<file path="config.mk">
export PLATFORM = sky130hd
export DESIGN_NAME = updown_preset_cnt
export DESIGN_NICKNAME = d
export VERILOG_FILES = /design/src/rtl/updown_cnt_pkg.sv /design/src/rtl/ud_next.sv /design/src/rtl/ud_term.sv /design/src/rtl/updown_preset_cnt.sv
export SDC_FILE = /design/constraint.sdc
export NUM_CORES = 1
export LEC_CHECK = 0
export ABC_AREA = 1
export CAP_MARGIN = 20
export CELL_PAD_IN_SITES_DETAIL_PLACEMENT = 1
export CELL_PAD_IN_SITES_GLOBAL_PLACEMENT = 1
export CORE_AREA = 2 2 39 41
export DETAILED_ROUTE_END_ITERATION = 10
export DIE_AREA = 0 0 41 43
export DONT_BUFFER_PORTS = 1
export PLACE_DENSITY = 0.7
export SKIP_CTS_REPAIR_TIMING = 1
export SLEW_MARGIN = 20
export SYNTH_ARGS = -nofsm -noshare
export SYNTH_HDL_FRONTEND = slang
export SYNTH_SLANG_ARGS = --single-unit
</file>
<file path="constraint.sdc">
create_clock -name clk_i -period 1.2 [get_ports clk_i]
set_input_delay 0 -clock clk_i [delete_from_list [all_inputs] [get_ports clk_i]]
set_output_delay 0 -clock clk_i [all_outputs]
set_load 0.05 [all_outputs]
</file>
<file path="src/rtl/updown_cnt_pkg.sv">
package updown_cnt_pkg;
  // largest legal code for the chosen mode
  function automatic int unsigned term_max(int unsigned w, bit decade);
    if (decade) return 9;
    return (1 << w) - 1;
  endfunction
endpackage

</file>
<file path="src/rtl/ud_next.sv">
module ud_next #(
  parameter int unsigned W      = 4,
  parameter bit          DECADE = 1'b1
) (
  input  logic [W-1:0] q_i,
  output logic [W-1:0] inc_o,
  output logic [W-1:0] dec_o
);
  localparam logic [W-1:0] MAX_Q = W'(updown_cnt_pkg::term_max(W, DECADE));

  if (DECADE) begin : g_dec
    // codes above MAX_Q fold to 0 going up
    assign inc_o = (q_i >= MAX_Q) ? '0 : q_i + 1'b1;
    assign dec_o = (q_i == '0) ? MAX_Q : q_i - 1'b1;
  end else begin : g_bin
    assign inc_o = q_i + 1'b1;
    assign dec_o = q_i - 1'b1;
  end
endmodule

</file>
<file path="src/rtl/ud_term.sv">
module ud_term #(
  parameter int unsigned W      = 4,
  parameter bit          DECADE = 1'b1
) (
  input  logic [W-1:0] q_i,
  input  logic         up_i,
  input  logic         en_t_ni,
  output logic         carry_no
);
  localparam logic [W-1:0] MAX_Q = W'(updown_cnt_pkg::term_max(W, DECADE));

  logic at_top, at_bot, at_term;

  assign at_top   = (q_i == MAX_Q);
  assign at_bot   = (q_i == '0);
  assign at_term  = up_i ? at_top : at_bot;
  assign carry_no = ~(~en_t_ni & at_term);
endmodule

</file>
<file path="src/rtl/updown_preset_cnt.sv">
module updown_preset_cnt #(
  parameter int unsigned W      = 4,
  parameter bit          DECADE = 1'b1
) (
  input  logic         clk_i,
  input  logic         rst_ni,
  input  logic         load_ni,
  input  logic [W-1:0] data_i,
  input  logic         en_p_ni,
  input  logic         en_t_ni,
  input  logic         up_i,
  output logic [W-1:0] q_o,
  output logic         carry_no
);
  logic [W-1:0] q_q, q_d, inc_w, dec_w;
  logic         step;

  ud_next #(.W(W), .DECADE(DECADE)) u_next (
    .q_i   (q_q),
    .inc_o (inc_w),
    .dec_o (dec_w)
  );

  ud_term #(.W(W), .DECADE(DECADE)) u_term (
    .q_i      (q_q),
    .up_i     (up_i),
    .en_t_ni  (en_t_ni),
    .carry_no (carry_no)
  );

  assign step = ~en_p_ni & ~en_t_ni;

  // preset wins over counting
  always_comb begin
    if (!load_ni)  q_d = data_i;
    else if (step) q_d = up_i ? inc_w : dec_w;
    else           q_d = q_q;
  end

  always_ff @(posedge clk_i or negedge rst_ni) begin
    if (!rst_ni) q_q <= '0;
    else         q_q <= q_d;
  end

  assign q_o = q_q;
endmodule

</file>
# Yosys cells after proc, flatten, opt, wreduce, memory -nomap -nowiden
# Cells that the tools add are included.
[word_totals]
regBits = 4
latchBits = 0
ramBits = 0
mem_bits_ro = 0
in_bits = 10
output_inout_bits = 5
n_memories = 0
[op_classes]
addsub = 2
multipliers = 0
n_div = 0
n_lt_le_gt_ge = 1
n_eq_ne = 2
shift = 0
muxes = 6
n_bitwise = 5
reduce_logical = 1
[ops]
columns = ["cell", "count"]
rows = [
  ["$mux 4", 5],
  ["$add 4x1->4 const B", 1],
  ["$eq 4x4->1 const B", 1],
  ["$ge 4x4->1 const B", 1],
  ["$logic_not 4->1", 1],
  ["$sub 4x1->4 const B", 1],
  ["$not 1->1", 3],
  ["$and 1x1->1", 2],
  ["$ne 2x1->1 const B", 1],
  ["$mux 1", 1],
]

# Depth between registers and ports, before layout
# Gate-level depths: netlist of run 1.
[depth]
ltp_word = 5
mapped_depth = 9

# Hierarchy
# From an unflattened synthesis of run 1, not the netlist that was laid out.
[unflattened]
cells_unflattened = 81
area_unflattened_um2 = 508.0
[modules_own_cells]
columns = ["module", "n_inst", "cells_each", "area_per_inst_um2", "seq_area_each_um2"]
rows = [
  ["updown_preset_cnt", 1, 38, 272.8, 100.1],
  ["ud_next", 1, 36, 206.4, 0.0],
  ["ud_term", 1, 7, 28.8, 0.0],
]

# Least setup slack after synthesis of run 1
# No wires, ideal clock.
[synth_timing]
path_kind = "reg-to-output"
from = "register q_q[1], in the netlist q_o[1]"
to = "output port carry_no"
arrival_ns = 2.286
setup_slack_ns = -1.086
stages_incl_launch_ff = 6
n_path_buf = 0
cell_sequence = "dfrtp_1 -> inv_1 -> ha_1 -> inv_1 -> nor3_1 -> o21ai_0"
[synth_between]
elab_chain_len = 4
[synth_rtl]
columns = ["item", "line_no", "text"]
rows = [
  ["from (decl)", "updown_preset_cnt.sv:15", "logic [W-1:0] q_q, q_d, inc_w, dec_w;"],
  ["from (signal assigned)", "updown_preset_cnt.sv:42", "else q_q <= q_d;"],
  ["$eq 4x4->1 / $logic_not 4->1 (equally long branches)", "ud_term.sv:14, ud_term.sv:15", ""],
  ["$mux 1 (*)", "ud_term.sv:16", "assign at_term = up_i ? at_top : at_bot;"],
  ["$and 1x1->1 (*)", "ud_term.sv:17", "assign carry_no = ~(~en_t_ni & at_term);"],
  ["$not 1->1 (*)", "ud_term.sv:17", ""],
  ["to (decl)", "updown_preset_cnt.sv:13", "output logic carry_no"],
]
# Every way passes the cells marked *; elsewhere a longest branch is shown, timed or not.

# Worst setup path in the final report of run 1
[layout_timing]
from = "register q_q[0], in the netlist q_o[0]"
to = "output port carry_no"
# The elaborated chain is that of the path after synthesis.

==> results of run 1 <==
-- layout make-up --
cell class,instances,area share
clock buffers,3,0.03109
well taps,16,0.02763
multi-input cells,54,0.5164
flip-flops and latches,4,0.1451
repair buffers,17,0.2055
inverters,13,0.07427
-- worst max-delay path by stage --
stage	slack (ps)	cells after the start	endpoint
CTS	-280	7	carry_no
detailed placement	-90	6	q_o[1]
global route	-280	7	carry_no
global placement	-70	6	q_o[1]
floorplan	-150	7	q_o[1]
finish	-220	6	carry_no
-- through the flow --
| stage | TNS [ps] | power, mW | instances | worst slack, ps | cell area [um^2] |
|---|---|---|---|---|---|
| 6_report | -630.4 | 0.8193 | 107 | -223.5 | 724.4 |
| 5_1_grt | -1022 | 0.8865 | 107 | -279.2 | 724.4 |
| 4_1_cts | -534.4 | 0.7438 | 102 | -282.2 | 618.1 |
| 3_5_place_dp | -259.3 | 0.5776 | 99 | -92.30 | 595.6 |
| 3_3_place_gp | -190.0 | 0.5695 | 99 | -67.27 | 595.6 |
| 2_1_floorplan | -548.2 | 0.4402 | 71 | -151.8 | 473.0 |
-- logic make-up (layout without fill, tap and decap cells) --
family	count (synthesis)	in the layout	share of synthesized area
and+or+nand+nor	42	42	0.4311
AOI/OAI and AO/OA	8	8	0.1027
adders and majority gates	4	4	0.1173
buffers and inverters	13	33	0.1144
DFF	4	4	0.2346
-- synthesized netlist by cell type, drive strengths merged --
library cell   n
a31oi          1
dfrtp          4
ha             4
inv           13
nand2         21
nand3          9
nand4          3
nor2           6
nor3           2
o211ai         1
o21ai          6
or2            1
-- layer usage --
layer / global-route usage / up-vias / share of wire
met5: 0 / - / 0
met4: 0.06000 / 0 / 0
met3: 0.01047 / 0 / 0.044
met2: 0.2906 / 12 / 0.56
met1: 0.2197 / 265 / 0.39
li1: - / 270 / -
-- worst min-delay path, delay by kind of cell --
kind             cells  cell delay (ps)
and+or+nand+nor      3              190
-- where the power goes --
part / total, mW / leakage (nW) / internal, mW / switching (mW)
clock: 0.160 / 0.0138 / 0.111 / 0.0481
sequential: 0.186 / 0.0440 / 0.158 / 0.0285
combinational: 0.473 / 0.294 / 0.197 / 0.277
==> impl_metrics.py, run 1 <==
metrics = {
    "critical_path": {
        "r2r_slack_ps": -180,
        "critPathBufInv": 2,
        "crit_chain": "inv_4 > ha_4 > a31oi_4 > nor2_2 > o21ai_4 > buf_12",
        "r2r_start": "q_o[0]",
        "worst_path_max_delay_cell": "dfrtp_2",
        "critPathCaptureType": "output port",
        "cp.required_ps": 1200,
        "cp-startpoint": "q_o[0]",
        "crit_family": "flip-flops",
        "reg2reg_to": "q_o[1]",
        "crit_fanout": 4,
        "cp-start-kind": "register",
        "r2r_cells": 7,
        "crit_type": "reg -> out",
        "cp_slowest_stage_delay_ps": 450,
        "worstPathArrival_ps": 1420,
    },
    "global_routing": {
        "grt_max_degree": 7,
        "grt_pass1_wl_um": 2090,
        "grt_usage": 0.1727,
        "grt_antenna_before_repair": 0,
        "grt_pass1_vias": 524,
        "grt_overflow": 0,
    },
    "floorplan": {
        "ios": 15,
        "die_w_um": 41,
        "core_um2": 1384,
        "std_cell_rows": 14,
        "dieArea_um2": 1763,
        "initial_core_util": 0.3083,
        "die_h_um": 43,
    },
    "synthesis": {
        "synthTopCellsByArea": "dfrtp_1 23%, nand2_1 18%, ha_1 12%",
        "synthCells": 71,
        "synth_area_um2": 426.7,
        "ys_seq_area_frac": 0.2346,
        "ys_ff_latch": 4,
        "synthesis.nets": 85,
        "yosysWarnings": 0,
        "synth.distinct_cells": 14,
        "synth_top_cell_by_area": "dfrtp_1",
        "avgSynthCellArea_um2": 6.009,
        "netlist.area_leader.share": 0.2346,
    },
    "outcome": {
        "status": "finished with violations",
        "failed_checks": "hold timing, setup timing",
    },
    "sta": {
        "max_slew_margin": 0.7677,
        "worst_pin_slew_ps": 344.8,
        "period_minus_slack_ps": 1423,
        "rsz0062_at_grt": "true",
        "setup_violations": 5,
        "maxSlewViolCount": 0,
        "fmax_mhz": 702.5,
        "whs_ps": -10.52,
        "timing.final.ws_setup_ps": -223.5,
        "timing.final.crit_share": 1.186,
        "hold_viol": 2,
        "skew_ps": 0.5464,
    },
    "clock_network": {
        "root_buffer": "clkbuf_4",
        "h-tree-depth": 1,
        "clkSinkCount": 4,
        "insertion_delay_ps": 230,
        "clockBufferDepth": 2,
        "cts_tree": "yes",
        "clkTransAtPathRegs_ps": 40,
        "cts_buffers": 3,
    },
    "routing": {
        "antenna_left": 0,
        "wl_per_cell_um": 13.89,
        "dr.pass1.iters": 4,
        "finalWirelength_um": 1486,
        "viasPerCell": 5.112,
        "via_count": 547,
        "drt_iter0_markers": 5,
        "drc": 0,
    },
    "placed_design": {
        "place_congestion": 0.8189,
        "place_hpwl_um": 1108,
        "io_buffers": 0,
    },
    "layout": {
        "fillerInstances": 181,
        "synthToLayoutAreaGrowth_pct": 69.79,
        "final_common_cell": "nand2_1",
        "multi_input_area_um2": 374.1,
        "diodes": 0,
        "largest_reg_flops": 4,
        "fin_nets": 107,
        "layout-drive-gt1-share": 0.4176,
        "utilization": 0.5235,
        "final_cell_mix": "20 x nand2_1, 13 x buf_4, 9 x inv_1",
        "regArea_um2": 105.1,
    },
    "job": {
        "max_cap_violations": 0,
    },
    "min_path": {
        "min_to": "q_o[3]",
        "hold_start": "en_t_ni",
        "hold_path_class": "in -> reg",
        "holdPathStages": 3,
    },
    "power": {
        "p_leak_nw": 0.3522,
        "vdd_drop_max_mv": 0.6776,
        "p_per_area_nw_per_um2": 1131,
    },
}
Note: power is estimated with default switching activity, not from simulation.
==> run 2, diff against run 1 <==
- PLACE_DENSITY: 0.7 -> 0.68
- clock period: 1.2 -> 1.4 ns (I/O delays scaled with it)
==> impl_metrics.py, run 2 (same netlist as run 1, synthesis figures left out) <==
metrics = {
    "outcome": {
        "status": "finished with violations",
        "failed_checks": "hold timing, setup timing",
    },
    "routing": {
        "antenna_left": 0,
        "via_count": 539,
        "viasPerCell": 5.183,
        "drc": 0,
        "finalWirelength_um": 1543,
        "dr.pass1.iters": 4,
        "wl_per_cell_um": 14.84,
        "drt_iter0_markers": 5,
    },
    "layout": {
        "final_common_cell": "nand2_1",
        "diodes": 0,
        "final-instance-count-excl-fill": 104,
        "regArea_um2": 102.6,
        "multi_input_area_um2": 347.8,
        "final_cell_mix": "20 x nand2_1, 8 x inv_1, 8 x buf_4",
        "fillerInstances": 192,
        "synthToLayoutAreaGrowth_pct": 58.65,
        "fin_nets": 104,
        "layout-drive-gt1-share": 0.3295,
        "utilization": 0.4892,
        "largest_reg_flops": 4,
    },
    "placed_design": {
        "place_hpwl_um": 1020,
        "place_congestion": 0.8268,
        "place_inst": 93,
        "io_buffers": 0,
    },
    "job": {
        "max_cap_violations": 0,
    },
    "sta": {
        "setup_violations": 1,
        "timing.final.ws_setup_ps": -16.09,
        "max_slew_margin": 0.7973,
        "rsz0062_at_grt": "true",
        "timing.final.crit_share": 1.011,
        "fmax_mhz": 706.2,
        "skew_ps": 4.800,
        "worst_pin_slew_ps": 300.9,
        "hold_viol": 2,
        "maxSlewViolCount": 0,
        "whs_ps": -20.87,
        "period_minus_slack_ps": 1416,
    },
    "floorplan": {
        "die_w_um": 41,
        "die_h_um": 43,
        "core_um2": 1384,
        "ios": 15,
        "std_cell_rows": 14,
        "initial_core_util": 0.3083,
        "dieArea_um2": 1763,
    },
    "clock_network": {
        "clockBufferDepth": 2,
        "cts_buffers": 3,
        "h-tree-depth": 1,
        "root_buffer": "clkbuf_4",
        "clkTransAtPathRegs_ps": 40,
        "insertion_delay_ps": 240,
        "cts_tree": "yes",
        "clkSinkCount": 4,
    },
    "global_routing": {
        "grt_usage": 0.1623,
        "grt_max_degree": 8,
        "grt_pass1_wl_um": 1911,
        "grt_overflow": 0,
        "grt_antenna_before_repair": 0,
        "grt_pass1_vias": 466,
    },
    "critical_path": {
        "cp-startpoint": "q_o[0]",
        "crit_type": "reg -> out",
        "critPathCaptureType": "output port",
        "worstPathArrival_ps": 1420,
        "cp-start-kind": "register",
        "cp.required_ps": 1400,
        "r2r_start": "q_o[0]",
        "crit_fanout": 4,
    },
    "min_path": {
        "hold_start": "data_i[0]",
        "hold_path_class": "in -> reg",
    },
    "power": {
        "power.total_mw": 0.6801,
        "p_per_area_nw_per_um2": 1005,
        "vdd_drop_max_mv": 0.7228,
        "p_leak_nw": 0.3407,
    },
}
## run 2: changes by cell type in the layout (fill, tap and decap cells not counted), moves of 2 or more
cell           before  now
o21ai_1             2    0
ha_4                4    2
ha_1                0    2
buf_4              13    8
dfrtp_2             4    2
dfrtp_1             0    2
dlygate4sd3_1       2    5
o21ai_0             3    5
## run 2: per-stage QoR
step / setup slack [ps] / TNS [ps] / area [um^2]
after floorplan: -14.79 / -14.79 / 457.9
after global placement: 126.3 / 0 / 535.5
after detailed placement: 97.73 / 0 / 535.5
after CTS: -97.54 / -97.54 / 558.0
after global routing: -75.69 / -244.9 / 676.9
final: -16.09 / -16.09 / 676.9
## run 2: path summary, 6_finish.rpt
check	end	cells past startpoint	slack [ps]
max	carry_no	6	-20
max in group asynchronous	q_o[0]	1	1160
min reg2reg	q_o[2]	2	610
min in group asynchronous	q_o[2]	1	40
max reg2reg	q_o[1]	8	0
min	q_o[0]	4	-20
## run 2: metal layers
metal / part of all wire / up-vias / track usage
met4: 0 / 0 / 0.02000
met5: 0 / - / 0
met1: 0.43 / 261 / 0.2182
met3: 0.047 / 0 / 0.06283
li1: - / 265 / -
met2: 0.52 / 13 / 0.2469
## run 2: report_power, final
part	internal, mW	switching (mW)	leakage, nW
registers	0.134	0.0281	0.0462
logic	0.139	0.227	0.281
clock network	0.0965	0.0556	0.0138
## run 2: layout make-up
class                           instances  share of cell area
Multi-Input combinational cell         54              0.5139
Tap cell                               16             0.02957
Inverter                               13             0.07948
Clock buffer                            3             0.03327
Sequential cell                         4              0.1516
Timing Repair Buffer                   14              0.1922
## run 2: critical path, cell delays in order, from the launching register on
cell	delay (ps)
dfrtp_2	440
inv_4	70
ha_4	180
a31oi_4	200
nor2_2	60
o21ai_2	80
buf_12	160
==> run 3, diff against run 2 <==
- HOLD_SLACK_MARGIN: not set -> 0.03
==> impl_metrics.py, run 3 (same netlist as run 1, synthesis figures left out) <==
metrics = {
    "global_routing": {
        "grt_usage": 0.1623,
        "use_met2": 0.2469,
        "grtUsageMet3": 0.06283,
        "grt_antenna_before_repair": 0,
        "grt_max_degree": 8,
        "gr-max-usage-layer": "met2",
        "grt_pass1_vias": 466,
        "grt_overflow": 0,
        "grt_util_met1": 0.2182,
        "grt_pass1_wl_um": 1911,
    },
    "routing": {
        "wl_per_cell_um": 14.52,
        "viasPerCell": 5.170,
        "antenna_left": 0,
        "drt_iter0_markers": 3,
        "drc": 0,
        "dr.pass1.iters": 4,
        "via_count": 548,
        "finalWirelength_um": 1539,
    },
    "sta": {
        "fmax_mhz": 709.6,
        "maxSlewViolCount": 0,
        "max_slew_margin": 0.8114,
        "rsz0062_at_grt": "true",
        "setup_violations": 1,
        "whs_ps": 24.76,
        "timing.final.crit_share": 1.007,
        "period_minus_slack_ps": 1409,
        "skew_ps": 2.207,
        "hold_viol": 0,
        "worst_pin_slew_ps": 279.9,
        "timing.final.ws_setup_ps": -9.310,
    },
    "layout": {
        "final_common_cell": "nand2_1",
        "final_cell_mix": "20 x nand2_1, 8 x inv_1, 8 x buf_4",
        "postLayoutCellArea_um2": 696.9,
        "fin_nets": 106,
        "largest_reg_flops": 4,
        "synthToLayoutAreaGrowth_pct": 63.34,
        "diodes": 0,
        "fillerInstances": 187,
        "layout-drive-gt1-share": 0.3222,
    },
    "job": {
        "max_cap_violations": 0,
    },
    "power": {
        "p_leak_nw": 0.3470,
        "vdd_drop_max_mv": 0.6683,
        "p_per_area_nw_per_um2": 974.4,
    },
    "critical_path": {
        "critPathCaptureType": "output port",
        "crit_fanout": 4,
        "worstPathArrival_ps": 1410,
        "critPathBufInv": 2,
        "cp.required_ps": 1400,
        "cp_slowest_stage_delay_ps": 430,
        "crit_family": "flip-flops",
        "crit_type": "reg -> out",
        "worst_path_max_delay_cell": "dfrtp_2",
        "crit_chain": "inv_4 > ha_4 > a31oi_4 > nor2_2 > o21ai_2 > buf_12",
        "cp-start-kind": "register",
    },
    "floorplan": {
        "initial_core_util": 0.3083,
        "core_um2": 1384,
        "ios": 15,
        "std_cell_rows": 14,
        "dieArea_um2": 1763,
        "die_h_um": 43,
        "die_w_um": 41,
    },
    "clock_network": {
        "h-tree-depth": 1,
        "cts_tree": "yes",
        "insertion_delay_ps": 230,
        "clkSinkCount": 4,
        "cts_buffers": 3,
        "clockBufferDepth": 2,
        "clkTransAtPathRegs_ps": 40,
        "root_buffer": "clkbuf_4",
    },
    "placed_design": {
        "placed_area_um2": 535.5,
        "place_hpwl_um": 1020,
        "io_buffers": 0,
        "place_congestion": 0.8268,
    },
    "min_path": {
        "hold_path_class": "in -> reg",
    },
    "outcome": {
        "status": "finished with violations",
        "failed_checks": "setup timing",
    },
}
[run 3: changes by cell type in the layout (fill, tap and decap cells not counted), sizes merged]
cell,change
dlygate4sd3,+2
[run 3: tightest hold or removal path, cell delays in order]
cell	delay, ps
nor2_1	20
nor2_1	100
nand2_1	60
nand2_1	50
[run 3: routing by layer]
layer,vias up,routed length [um],part of all wire
met1,260,634,0.41
met2,17,794,0.52
met4,0,29,0.019
li1,269,-,-
met5,-,0,0
met3,2,80,0.052
[run 3: final cells by class]
class	count	area [um^2]	share of cell area
Tap cell	16	20.02	0.02873
Sequential cell	4	102.6	0.1472
Multi-Input combinational cell	54	347.8	0.4991
Inverter	13	53.80	0.07720
Timing Repair Buffer	16	150.1	0.2154
Clock buffer	3	22.52	0.03232
[run 3: report_power, final]
| part | switching, mW | internal [mW] |
|---|---|---|
| clock | 0.0499 | 0.0961 |
| sequential | 0.0276 | 0.134 |
| combinational | 0.228 | 0.143 |
| total | 0.306 | 0.373 |
[run 3: worst paths after layout]
path / from / endpoint / slack [ps] / depth (start not counted)
max in group asynchronous: rst_ni / q_o[0] / 1150 / 1
min in group asynchronous: rst_ni / q_o[2] / 50 / 1
worst min register to register: q_o[2] / q_o[2] / 610 / 2
worst max-delay path: q_o[0] / carry_no / -9 / 6
worst min-delay path: load_ni / q_o[2] / 20 / 4
worst max register to register: q_o[0] / q_o[1] / 10 / 8
[run 3: per-stage QoR]
| step | utilization | worst slack [ps] | TNS, ps | std cells | power, mW |
|---|---|---|---|---|---|
| finish | 0.5036 | -9.310 | -9.310 | 106 | 0.6791 |
| global route | 0.5036 | -64.62 | -162.6 | 106 | 0.7287 |
| CTS | 0.4033 | -97.54 | -97.54 | 96 | 0.6086 |
| detailed placement | 0.3870 | 97.73 | 0 | 93 | 0.4557 |
| global placement | 0.3870 | 126.3 | 0 | 93 | 0.4520 |
| floorplan | - | -14.79 | -14.79 | 71 | 0.3708 |
